**src/rtl/bhist_pkg.sv**
```systemverilog
package bhist_pkg;

  // True when an index selects an existing entry.
  function automatic logic idx_valid(input int unsigned idx, input int unsigned entries);
    return idx < entries;
  endfunction

endpackage

```
**src/rtl/bhist_shift.sv**
```systemverilog
module bhist_shift #(
  parameter int HIST_W = 4
) (
  input  logic [HIST_W-1:0] hist_old,
  input  logic              dir,
  output logic [HIST_W-1:0] hist_new
);

  generate
    if (HIST_W == 1) begin : g_single
      assign hist_new = dir;
    end else begin : g_multi
      assign hist_new = {hist_old[HIST_W-2:0], dir};
    end
  endgenerate

endmodule

```
**src/rtl/bhist_wr_sel.sv**
```systemverilog
module bhist_wr_sel #(
  parameter int N_CMP  = 2,
  parameter int AW     = 4,
  parameter int HIST_W = 4,
  parameter int IDX    = 0
) (
  input  logic [N_CMP-1:0]        cmp_vld,
  input  logic [N_CMP*AW-1:0]     cmp_addr,
  input  logic [N_CMP*HIST_W-1:0] cmp_hist_new,
  output logic                    we,
  output logic [HIST_W-1:0]       wdata
);

  localparam logic [AW-1:0] MY_IDX = AW'(IDX);

  // Later ports override earlier ones: highest index wins.
  always_comb begin
    we    = 1'b0;
    wdata = '0;
    for (int p = 0; p < N_CMP; p++) begin
      if (cmp_vld[p] && (cmp_addr[p*AW +: AW] == MY_IDX)) begin
        we    = 1'b1;
        wdata = cmp_hist_new[p*HIST_W +: HIST_W];
      end
    end
  end

endmodule

```
**src/rtl/bhist_rd_mux.sv**
```systemverilog
module bhist_rd_mux #(
  parameter int ENTRIES = 16,
  parameter int AW      = 4,
  parameter int HIST_W  = 4
) (
  input  logic [ENTRIES*HIST_W-1:0] tbl_flat,
  input  logic [AW-1:0]             addr,
  output logic [HIST_W-1:0]         hist
);

  import bhist_pkg::*;

  always_comb begin
    hist = '0;
    if (idx_valid(int'(addr), ENTRIES)) begin
      hist = tbl_flat[int'(addr)*HIST_W +: HIST_W];
    end
  end

endmodule

```
**src/rtl/bhist_table.sv**
```systemverilog
module bhist_table #(
  parameter int ENTRIES = 16,
  parameter int HIST_W  = 4,
  parameter int N_PRED  = 2,
  parameter int N_CMP   = 2,
  localparam int AW     = (ENTRIES > 1) ? $clog2(ENTRIES) : 1
) (
  input  logic                     clk,
  input  logic                     rst_n,
  input  logic [N_PRED-1:0]        pred_vld,
  input  logic [N_PRED*AW-1:0]     pred_addr,
  output logic [N_PRED-1:0]        pred_ack,
  output logic [N_PRED*HIST_W-1:0] pred_hist,
  input  logic [N_CMP-1:0]         cmp_vld,
  input  logic [N_CMP*AW-1:0]      cmp_addr,
  input  logic [N_CMP*HIST_W-1:0]  cmp_hist_old,
  input  logic [N_CMP-1:0]         cmp_dir,
  output logic [N_CMP-1:0]         cmp_ack
);

  logic [N_CMP*HIST_W-1:0]   cmp_hist_new;
  logic [ENTRIES*HIST_W-1:0] tbl_flat;
  logic [ENTRIES-1:0]        ent_we;

  // Lookup valid only qualifies the caller's use of the data.
  logic                      unused_vld;
  assign unused_vld = ^pred_vld;

  assign pred_ack = '1;
  assign cmp_ack  = '1;

  // Shifted history per completion port.
  generate
    for (genvar c = 0; c < N_CMP; c++) begin : g_cmp
      bhist_shift #(.HIST_W(HIST_W)) u_shift (
        .hist_old (cmp_hist_old[c*HIST_W +: HIST_W]),
        .dir      (cmp_dir[c]),
        .hist_new (cmp_hist_new[c*HIST_W +: HIST_W])
      );
    end
  endgenerate

  // Table entries: write select, next state, register.
  generate
    for (genvar e = 0; e < ENTRIES; e++) begin : g_ent
      logic [HIST_W-1:0] wdata;
      logic [HIST_W-1:0] hist_d;
      logic [HIST_W-1:0] hist_q;

      bhist_wr_sel #(
        .N_CMP  (N_CMP),
        .AW     (AW),
        .HIST_W (HIST_W),
        .IDX    (e)
      ) u_sel (
        .cmp_vld      (cmp_vld),
        .cmp_addr     (cmp_addr),
        .cmp_hist_new (cmp_hist_new),
        .we           (ent_we[e]),
        .wdata        (wdata)
      );

      always_comb begin
        hist_d = hist_q;
        if (ent_we[e]) hist_d = wdata;
      end

      always_ff @(posedge clk or negedge rst_n) begin
        if (!rst_n) begin
          hist_q <= '0;
        end else if (ent_we[e]) begin
          hist_q <= hist_d;
        end
      end

      assign tbl_flat[e*HIST_W +: HIST_W] = hist_q;
    end
  endgenerate

  // Lookup ports.
  generate
    for (genvar p = 0; p < N_PRED; p++) begin : g_pred
      bhist_rd_mux #(
        .ENTRIES (ENTRIES),
        .AW      (AW),
        .HIST_W  (HIST_W)
      ) u_rd (
        .tbl_flat (tbl_flat),
        .addr     (pred_addr[p*AW +: AW]),
        .hist     (pred_hist[p*HIST_W +: HIST_W])
      );
    end
  endgenerate

endmodule

```
**config.mk**
```make
export PLATFORM = sky130hd
export DESIGN_NAME = bhist_table
export DESIGN_NICKNAME = d
export VERILOG_FILES = /design/src/rtl/bhist_pkg.sv /design/src/rtl/bhist_shift.sv /design/src/rtl/bhist_wr_sel.sv /design/src/rtl/bhist_rd_mux.sv /design/src/rtl/bhist_table.sv
export SDC_FILE = /design/constraint.sdc
export NUM_CORES = 1
export LEC_CHECK = 0
export ABC_CLOCK_PERIOD_IN_PS = 1780
export BUFFER_PORTS_ARGS = -buffer_cell sky130_fd_sc_hd__buf_2
export CORE_MARGIN = 2
export CORE_UTILIZATION = 60
export CTS_CLUSTER_SIZE = 14
export DETAILED_ROUTE_END_ITERATION = 7
export PLACE_DENSITY = 0.87
export REMOVE_ABC_BUFFERS = 1
export SYNTH_ARGS = -nofsm -noshare
export SYNTH_HDL_FRONTEND = slang
export SYNTH_SLANG_ARGS = --single-unit
```
**constraint.sdc**
```tcl
create_clock -name clk -period 1.78 [get_ports clk]
set_input_delay 0.267 -clock clk [delete_from_list [all_inputs] [get_ports clk]]
set_output_delay 0.267 -clock clk [all_outputs]
set_load 0.01 [all_outputs]
```
# Yosys cells after proc, flatten, opt, wreduce, memory -nomap -nowiden
# Index checks and enable logic that the tools add are counted.
# word_totals
register_bits	64
elab_cells	146
# op_classes
eq_ne	30
n_shift	2
muxes	64
n_reduce_logical	34
# op_table
cell	count
$mux 4	32
$shiftx 64x7->4	2
$eq 4x4->1 const B	16
$eq 4x3->1 const B	8
$logic_and 1x1->1	32
$mux 1	32
$eq 4x2->1 const B	4
$eq 4x1->1 const B	2
$logic_not 4->1	2

# Logic depth before layout (Yosys ltp)
# Gate-level depths: netlist (run 1).
# depth
word_depth	4
mapped_depth	5
depth_no_buf	3

# Modules after synthesis
# Synthesis (run 1) repeated with hierarchy kept, for this count alone.
# hier_totals
cells_unflattened	495
hier_area_um2	5649.2
# modules_own_cells
mod	instances	cells_each	area_each_um2
bhist_table	1	133	2356.0
bhist_rd_mux	2	39	554.3
bhist_wr_sel at g_ent[10].u_sel ...	4	19	122.6
bhist_wr_sel at g_ent[1].u_sel ...	2	18	146.4
bhist_wr_sel at g_ent[11].u_sel ...	2	18	135.1
bhist_wr_sel at g_ent[4].u_sel ...	2	17	131.4
bhist_wr_sel at g_ent[13].u_sel ...	2	12	112.6
bhist_wr_sel at g_ent[12].u_sel	1	17	162.7
bhist_wr_sel at g_ent[0].u_sel	1	18	145.1
bhist_wr_sel at g_ent[15].u_sel	1	18	141.4
bhist_wr_sel at g_ent[3].u_sel	1	17	133.9
bhist_shift	2	4	30.0

# Least setup slack after synthesis (run 1)
# Ideal clock, no wire load.
# synth_path
path_kind	input to output
startpoint	input pred_addr[1]
endpoint	output pred_hist[2]
arrival_ns	1.282
t_required_ns	1.513
path_slack_ns	0.231
path_stages	5
cell_sequence	clkbuf_1 > buf_2 > mux4_2 > a22oi_1 > nand3_1
# synth_between
elab_chain_cells	1
# synth_rtl
element	line	text
from (decl)	bhist_table.sv:11	input logic [N_PRED*AW-1:0] pred_addr,
$shiftx 64x7->4	bhist_rd_mux.sv:16	hist = tbl_flat[int'(addr)*HIST_W +: HIST_W];
to (decl)	bhist_table.sv:13	output logic [N_PRED*HIST_W-1:0] pred_hist,
# Every way passes these cells.

# Worst setup path after layout (run 1)
# layout_path
startpoint	register g_ent[3].hist_q[1]
endpoint	output pred_hist[5]
# layout_between
elab_chain_cells	1
# layout_rtl
element	line	text
from (decl)	bhist_table.sv:48	logic [HIST_W-1:0] hist_q;
from (signal assigned)	bhist_table.sv:72	hist_q <= hist_d;
$shiftx 64x7->4	bhist_rd_mux.sv:16	
# Every way passes these cells.

==> results of run 1 <==
## final timing paths
check | depth (start not counted) | end | slack (ns)
hold / removal | 2 | g_ent[5].hist_q[3] | 0.36
min in group clk | 3 | g_ent[1].hist_q[0] | 0.37
hold reg to reg | 2 | g_ent[15].hist_q[3] | 0.58
max in group asynchronous | 3 | g_ent[15].hist_q[2] | 0.88
setup reg to reg | 3 | g_ent[3].hist_q[1] | 0.91
setup / recovery | 4 | pred_hist[5] | -0.30
## cells in the mapped netlist (all sizes together) (2+ instances only)
master / n
a31oi: 64
mux4: 32
nand2b: 4
nor2: 3
clkbuf: 34
nand3: 82
nor2b: 6
a22oi: 8
dfrtp: 64
and3b: 2
nand3b: 4
nand2: 10
or3b: 2
buf: 32
o21ai: 64
or2: 18
nor3: 64
## routing by layer
layer | global-route usage | share of wire
met2 | 0.574 | 0.47
met3 | 0.0953 | 0.14
met1 | 0.468 | 0.34
met5 | 0 | 0
met4 | 0.204 | 0.052
## worst max-delay path: cells and delay by family, from the launching register on
kind | cells | cell delay, ns
flip-flops | 1 | 0.43
multiplexers | 1 | 0.50
buffers and inverters | 1 | 0.16
AND/OR/NAND/NOR | 1 | 0.13
AO/OA/AOI/OAI | 1 | 0.23
## cell families after synthesis
kind of cell | Yosys count | synth area share
compound gates | 136 | 0.169
buf+inv | 67 | 0.0795
flops | 64 | 0.346
mux | 32 | 0.175
other cells | 1 | 0.000810
simple gates | 198 | 0.230
## cell type report
class | count | area share
Timing Repair Buffer | 63 | 0.0837
Multi-Input combinational cell | 370 | 0.533
Clock buffer | 12 | 0.0290
Tap cell | 102 | 0.0255
Clock inverter | 3 | 0.00850
Sequential cell | 64 | 0.320
## repair_timing
item / CTS / global route
pin swaps: 13 / 4
buffers inserted: 0 / 1
hold endpoints to repair: 13 / 0
endpoints found under the setup margin: 8 / 8
hold buffers: 1 / 0
resized for setup: 18 / 4
## through the flow
step           worst slack, ns  cells  total power (W)
2_1_floorplan            0.351    434          0.00292
3_3_place_gp            -0.182    597          0.00342
3_5_place_dp            -0.178    597          0.00352
4_1_cts                 -0.250    613          0.00479
5_1_grt                 -0.325    614          0.00510
6_report                -0.299    614          0.00490
## power by group
group          leakage [nW]  switching, W  total (W)  internal (W)
Clock                0.0925      0.000589    0.00127      0.000676
Combinational         0.946      0.000756    0.00150      0.000742
Sequential            0.760      0.000319    0.00214       0.00182
==> metrics.md, run 1 <==
| Metric | Value |
|---|---|
| Multi-input gate area | 2670 sq um |
| Core Util, Final | 0.658 |
| RR Startpoint | g_ent[3].hist_q[1] |
| Crit path required time | 1.51 ns |
| Die Span Y | 91.8 um |
| Final HPWL DP | 9670 um |
| Crit end category | primary output |
| Final Cycle Share | 1.17 |
| Antenna-violating nets left | 0 |
| WHS | 0.360 ns |
| Final Skew | 0 ns |
| Skew-Pair Late Insertion Delay | 0.36 ns |
| Max-slew violation count | 0 |
| Area leader, netlist | dfrtp_1 |
| Setup Viol. Count Final | 8 |
| Post-Route WL | 14,700 um |
| Synth Warn # | 0 |
| Ant. Diodes | 0 |
| Status | finished, violations left |
| Leak Pwr | 1.80 nW |
| Number of max-cap violations | 0 |
| Placed Instance Area | 4790 sq um |
| Synthesis-to-finish area growth | 8.16% |
| Commonest non-fill, non-tap cells in the layout | 81 x nand3_1, 64 x nor3_1, 64 x a31oi_1, 64 x dfrtp_1, 40 x o21ai_0 |
| CTS tree | built |
| Relative slew slack | 0.495 |
| Die Width | 91.8 um |
| Worst endpoint data arrival time | 1.81 ns |
| Gr usage total | 0.367 |
| Remaining Overflow, GRT | 0 |
| Worst-path maximum fanout | 3 |
| Synth area leaders | dfrtp_1 35%, mux4_1 14%, nand3_1 8.9%, a31oi_1 8.7%, nor3_1 6.9% |
| Post-synthesis instance area | 4630 sq um |
| GP Congestion | 0.933 |
| Most common cell after layout, fill and taps aside | nand3_1 |
| Port Buffers | 35 |
| Seq/Total Area, Yosys | 0.346 |
| Library cells used by synthesis | 32 |
| Worst vdd ir | 548 uV |
| IO Pins | 44 |
| Share of the synthesized area in the top cell type | 0.346 |
| Die area | 8430 sq um |
| Max reg flops | 64 |
| Top Registers | g_ent.hist_q (64) |
| Top reg by flops | g_ent.hist_q |
| Fin nets | 540 |
| Initial antenna violation count | 0 |
| Slowest cell on the critical path | mux4_2 |
| Share of cells above drive strength 1 | 0.225 |
| Vias in the first global route | 4,629 |
| Average wire per standard cell | 24.0 um |
| Clk slew on worst S/H paths | 0.07 ns |
| Failing checks | setup timing |
| Number of CTS-inserted buffers | 9 |
| FF+latch area | 1600 sq um |
| Most used flip-flop cell after synthesis | dfrtp_1 |
| Vias after detailed routing | 4,659 |
| Slew @ Worst Pin | 0.757 ns |
| CTS Root Cell | clkbuf_8 |
| Drt initial violations | 751 |
| Pwr Density | 979 nW/um^2 |
| Max frequency | 481 MHz |
| Unrepaired setup endpoints after global routing | yes |
| H-tree Lvls | 3 |
| Residual DRC | 0 |
| TNS Setup | -1.90 ns |
| Worst min path class | input pin to asynchronous set/reset pin |
| Yosys reg bits | 64 |
| Syn Area/Cell | 9.29 sq um |
| Crit. Startpoint | g_ent[3].hist_q[1] |
| Gate Count Post-Synth | 498 |
| Worst-path cell chain | mux4_2 -> a22oi_2 -> nand3_1 -> buf_2 |
| Slowest Stage Delay on Critical Path | 0.50 ns |
| Final worst slack | -0.299 ns |
| Critical Path Start Type | flip-flop |
| Post-synth EDFFs | 0 |
| Core area | 7610 sq um |
| Fill cells | 592 |
| Hold Violations, Final | 0 |
| Critical path class | flip-flop to primary output |
| First drt pass iteration count | 6 |
| Max clock buf depth | 2 |
| # rows | 32 |
| Ys async rst share | 1.00 |
| Clk sink count | 64 |
| First-pass GRT wire length | 23,800 um |
| Vias per cell | 7.59 |
| Starting density of the core | 0.608 |
| Finished Cell Area | 5010 sq um |
| Largest net degree at the start of global routing | 28 |
| Min Clock Period, post-route | 2.08 ns |
Note: power is estimated with default switching activity, not from simulation.
==> run 2, diff against run 1 <==
--- a/config.mk
+++ b/config.mk
@@ -5,13 +5,13 @@
 export SDC_FILE = /design/constraint.sdc
 export NUM_CORES = 1
 export LEC_CHECK = 0
-export ABC_CLOCK_PERIOD_IN_PS = 1780
+export ABC_CLOCK_PERIOD_IN_PS = 1800
 export BUFFER_PORTS_ARGS = -buffer_cell sky130_fd_sc_hd__buf_2
 export CORE_MARGIN = 2
-export CORE_UTILIZATION = 60
+export CORE_UTILIZATION = 54
 export CTS_CLUSTER_SIZE = 14
 export DETAILED_ROUTE_END_ITERATION = 7
-export PLACE_DENSITY = 0.87
+export PLACE_DENSITY = 0.83
 export REMOVE_ABC_BUFFERS = 1
 export SYNTH_ARGS = -nofsm -noshare
 export SYNTH_HDL_FRONTEND = slang
==> constraint.sdc (replaced) <==
create_clock -name clk -period 1.8 [get_ports clk]
set_input_delay 0.27 -clock clk [delete_from_list [all_inputs] [get_ports clk]]
set_output_delay 0.27 -clock clk [all_outputs]
set_load 0.01 [all_outputs]
==> metrics.md, run 2 (synthesis gave the netlist of run 1 again) <==
| Metric | Value |
|---|---|
| GP Congestion | 0.939 |
| First-pass GRT wire length | 23,200 um |
| Most common cell after layout, fill and taps aside | nand3_1 |
| Share of cells above drive strength 1 | 0.224 |
| # rows | 33 |
| Die Span Y | 96.6 um |
| Top delay family on crit path | multiplexers |
| Clk slew on worst S/H paths | 0.07 ns |
| Slew @ Worst Pin | 0.721 ns |
| Leak Pwr | 1.80 nW |
| WP buf/inv | 1 |
| Final HPWL DP | 9740 um |
| Post-Route WL | 14,700 um |
| CTS Root Cell | clkbuf_8 |
| Critical Path Sink | pred_hist[3] |
| Max frequency | 491 MHz |
| Failing checks | setup timing |
| Max-slew violation count | 0 |
| Vias after detailed routing | 4,699 |
| Status | finished, violations left |
| Reg2reg end | g_ent[4].hist_q[1] |
| Ant. Diodes | 0 |
| Crit. Startpoint | g_ent[3].hist_q[3] |
| Worst-path cell chain | mux4_2 -> a22oi_2 -> nand3_1 -> buf_2 |
| First drt pass iteration count | 6 |
| Port Buffers | 35 |
| Skew-Pair Late Insertion Delay | 0.35 ns |
| Synthesis-to-finish area growth | 8.38% |
| Final Cycle Share | 1.13 |
| Fin nets | 542 |
| Top reg by flops | g_ent.hist_q |
| Crit path required time | 1.53 ns |
| Setup Viol. Count Final | 8 |
| Unrepaired setup endpoints after global routing | yes |
| Initial antenna violation count | 0 |
| Top Registers | g_ent.hist_q (64) |
| Hold Violations, Final | 0 |
| Commonest non-fill, non-tap cells in the layout | 81 x nand3_1, 64 x nor3_1, 64 x a31oi_1, 64 x dfrtp_1, 40 x o21ai_0 |
| Vias per cell | 7.60 |
| Critical Path Start Type | flip-flop |
| Die Width | 96.6 um |
| Min Clock Period, post-route | 2.04 ns |
| Residual DRC | 0 |
| Core Util, Final | 0.607 |
| Number of max-cap violations | 0 |
| Final Skew | 0 ns |
| Die area | 9330 sq um |
| Fill cells | 709 |
| Core area | 8260 sq um |
| Slowest Stage Delay on Critical Path | 0.50 ns |
| Vias in the first global route | 4,592 |
| Worst vdd ir | 481 uV |
| Average wire per standard cell | 23.7 um |
| Drt initial violations | 503 |
| Worst min path class | input pin to flip-flop |
| FF-to-FF path depth | 3 |
| Relative slew slack | 0.519 |
| Max clock buf depth | 2 |
| Worst endpoint data arrival time | 1.77 ns |
| Overall Power | 0.00467 W |
| IO Pins | 44 |
| Post-Place Setup Slack | -0.132 ns |
| Critical path class | flip-flop to primary output |
| RR Startpoint | g_ent[4].hist_q[1] |
| Final worst slack | -0.237 ns |
| Crit end category | primary output |
| CTS tree | built |
| Worst-path maximum fanout | 3 |
| H-tree Lvls | 3 |
| Largest net degree at the start of global routing | 25 |
| Clk sink count | 64 |
| Slowest cell on the critical path | mux4_2 |
| Pwr Density | 931 nW/um^2 |
| Starting density of the core | 0.560 |
| Max reg flops | 64 |
| Setup slack, reg-to-reg | 0.90 ns |
| Critical path depth | 4 |
| Remaining Overflow, GRT | 0 |
| Number of CTS-inserted buffers | 9 |
| Antenna-violating nets left | 0 |
| WHS | 0.373 ns |
| Gr usage total | 0.339 |
run 2: cell count changes in the layout (fill, tap and decap cells not counted), sizes merged:
cell	delta
bufinv	-1
clkinvlp	-1
clkbuf	+1
buf	+2
run 2: stage by stage:
stage	area [sq um]	setup TNS, ns	cells
global placement	4840	-0.557	602
CTS	5010	-1.43	617
finish	5020	-1.54	618
detailed placement	4840	-0.682	602
floorplan	4270	0	434
global route	5020	-1.86	618
run 2: per-layer routing:
metal  vias up  share of wire  track usage
li1       1943              -            -
met4         0          0.054        0.198
met1      2225           0.34        0.426
met2       432           0.47        0.540
met5         -              0            0
met3        99           0.14       0.0753
run 2: worst min-delay path: stages:
cell and delay, ns:
buf_2 0.23, nand3_1 0.11, a31oi_1 0.07
run 2: layout make-up:
class / count / area [sq um] / share of cell area
multi-input combinational: 370 / 2670 / 0.532
tap: 105 / 131 / 0.0262
clock buffer: 13 / 149 / 0.0297
clock inverter: 1 / 5.00 / 0.000998
timing repair buffer: 65 / 459 / 0.0915
sequential: 64 / 1600 / 0.319
run 2: how the worst min path moves through the flow:
stage	from	end	cells past startpoint
5_1_grt	cmp_hist_old[1]	g_ent[13].hist_q[2]	3
3_3_place_gp	rst_n	g_ent[5].hist_q[1]	1
4_1_cts	cmp_dir[0]	g_ent[6].hist_q[0]	3
2_1_floorplan	rst_n	g_ent[0].hist_q[0]	0
3_5_place_dp	rst_n	g_ent[5].hist_q[1]	1
6_report	cmp_hist_old[1]	g_ent[9].hist_q[2]	3
run 2: timing repair:
action,CTS,global route
setup endpoints to repair,8,8
pin swaps,13,5
gates resized for setup,18,4
setup buffers,0,1
hold buffers,1,0
endpoints found under the hold margin,17,0
run 2: power by group:
part           internal, W  switching, W  total [W]
clock             0.000522      0.000546    0.00107
sequential         0.00180      0.000307    0.00211
combinational     0.000742      0.000753    0.00150
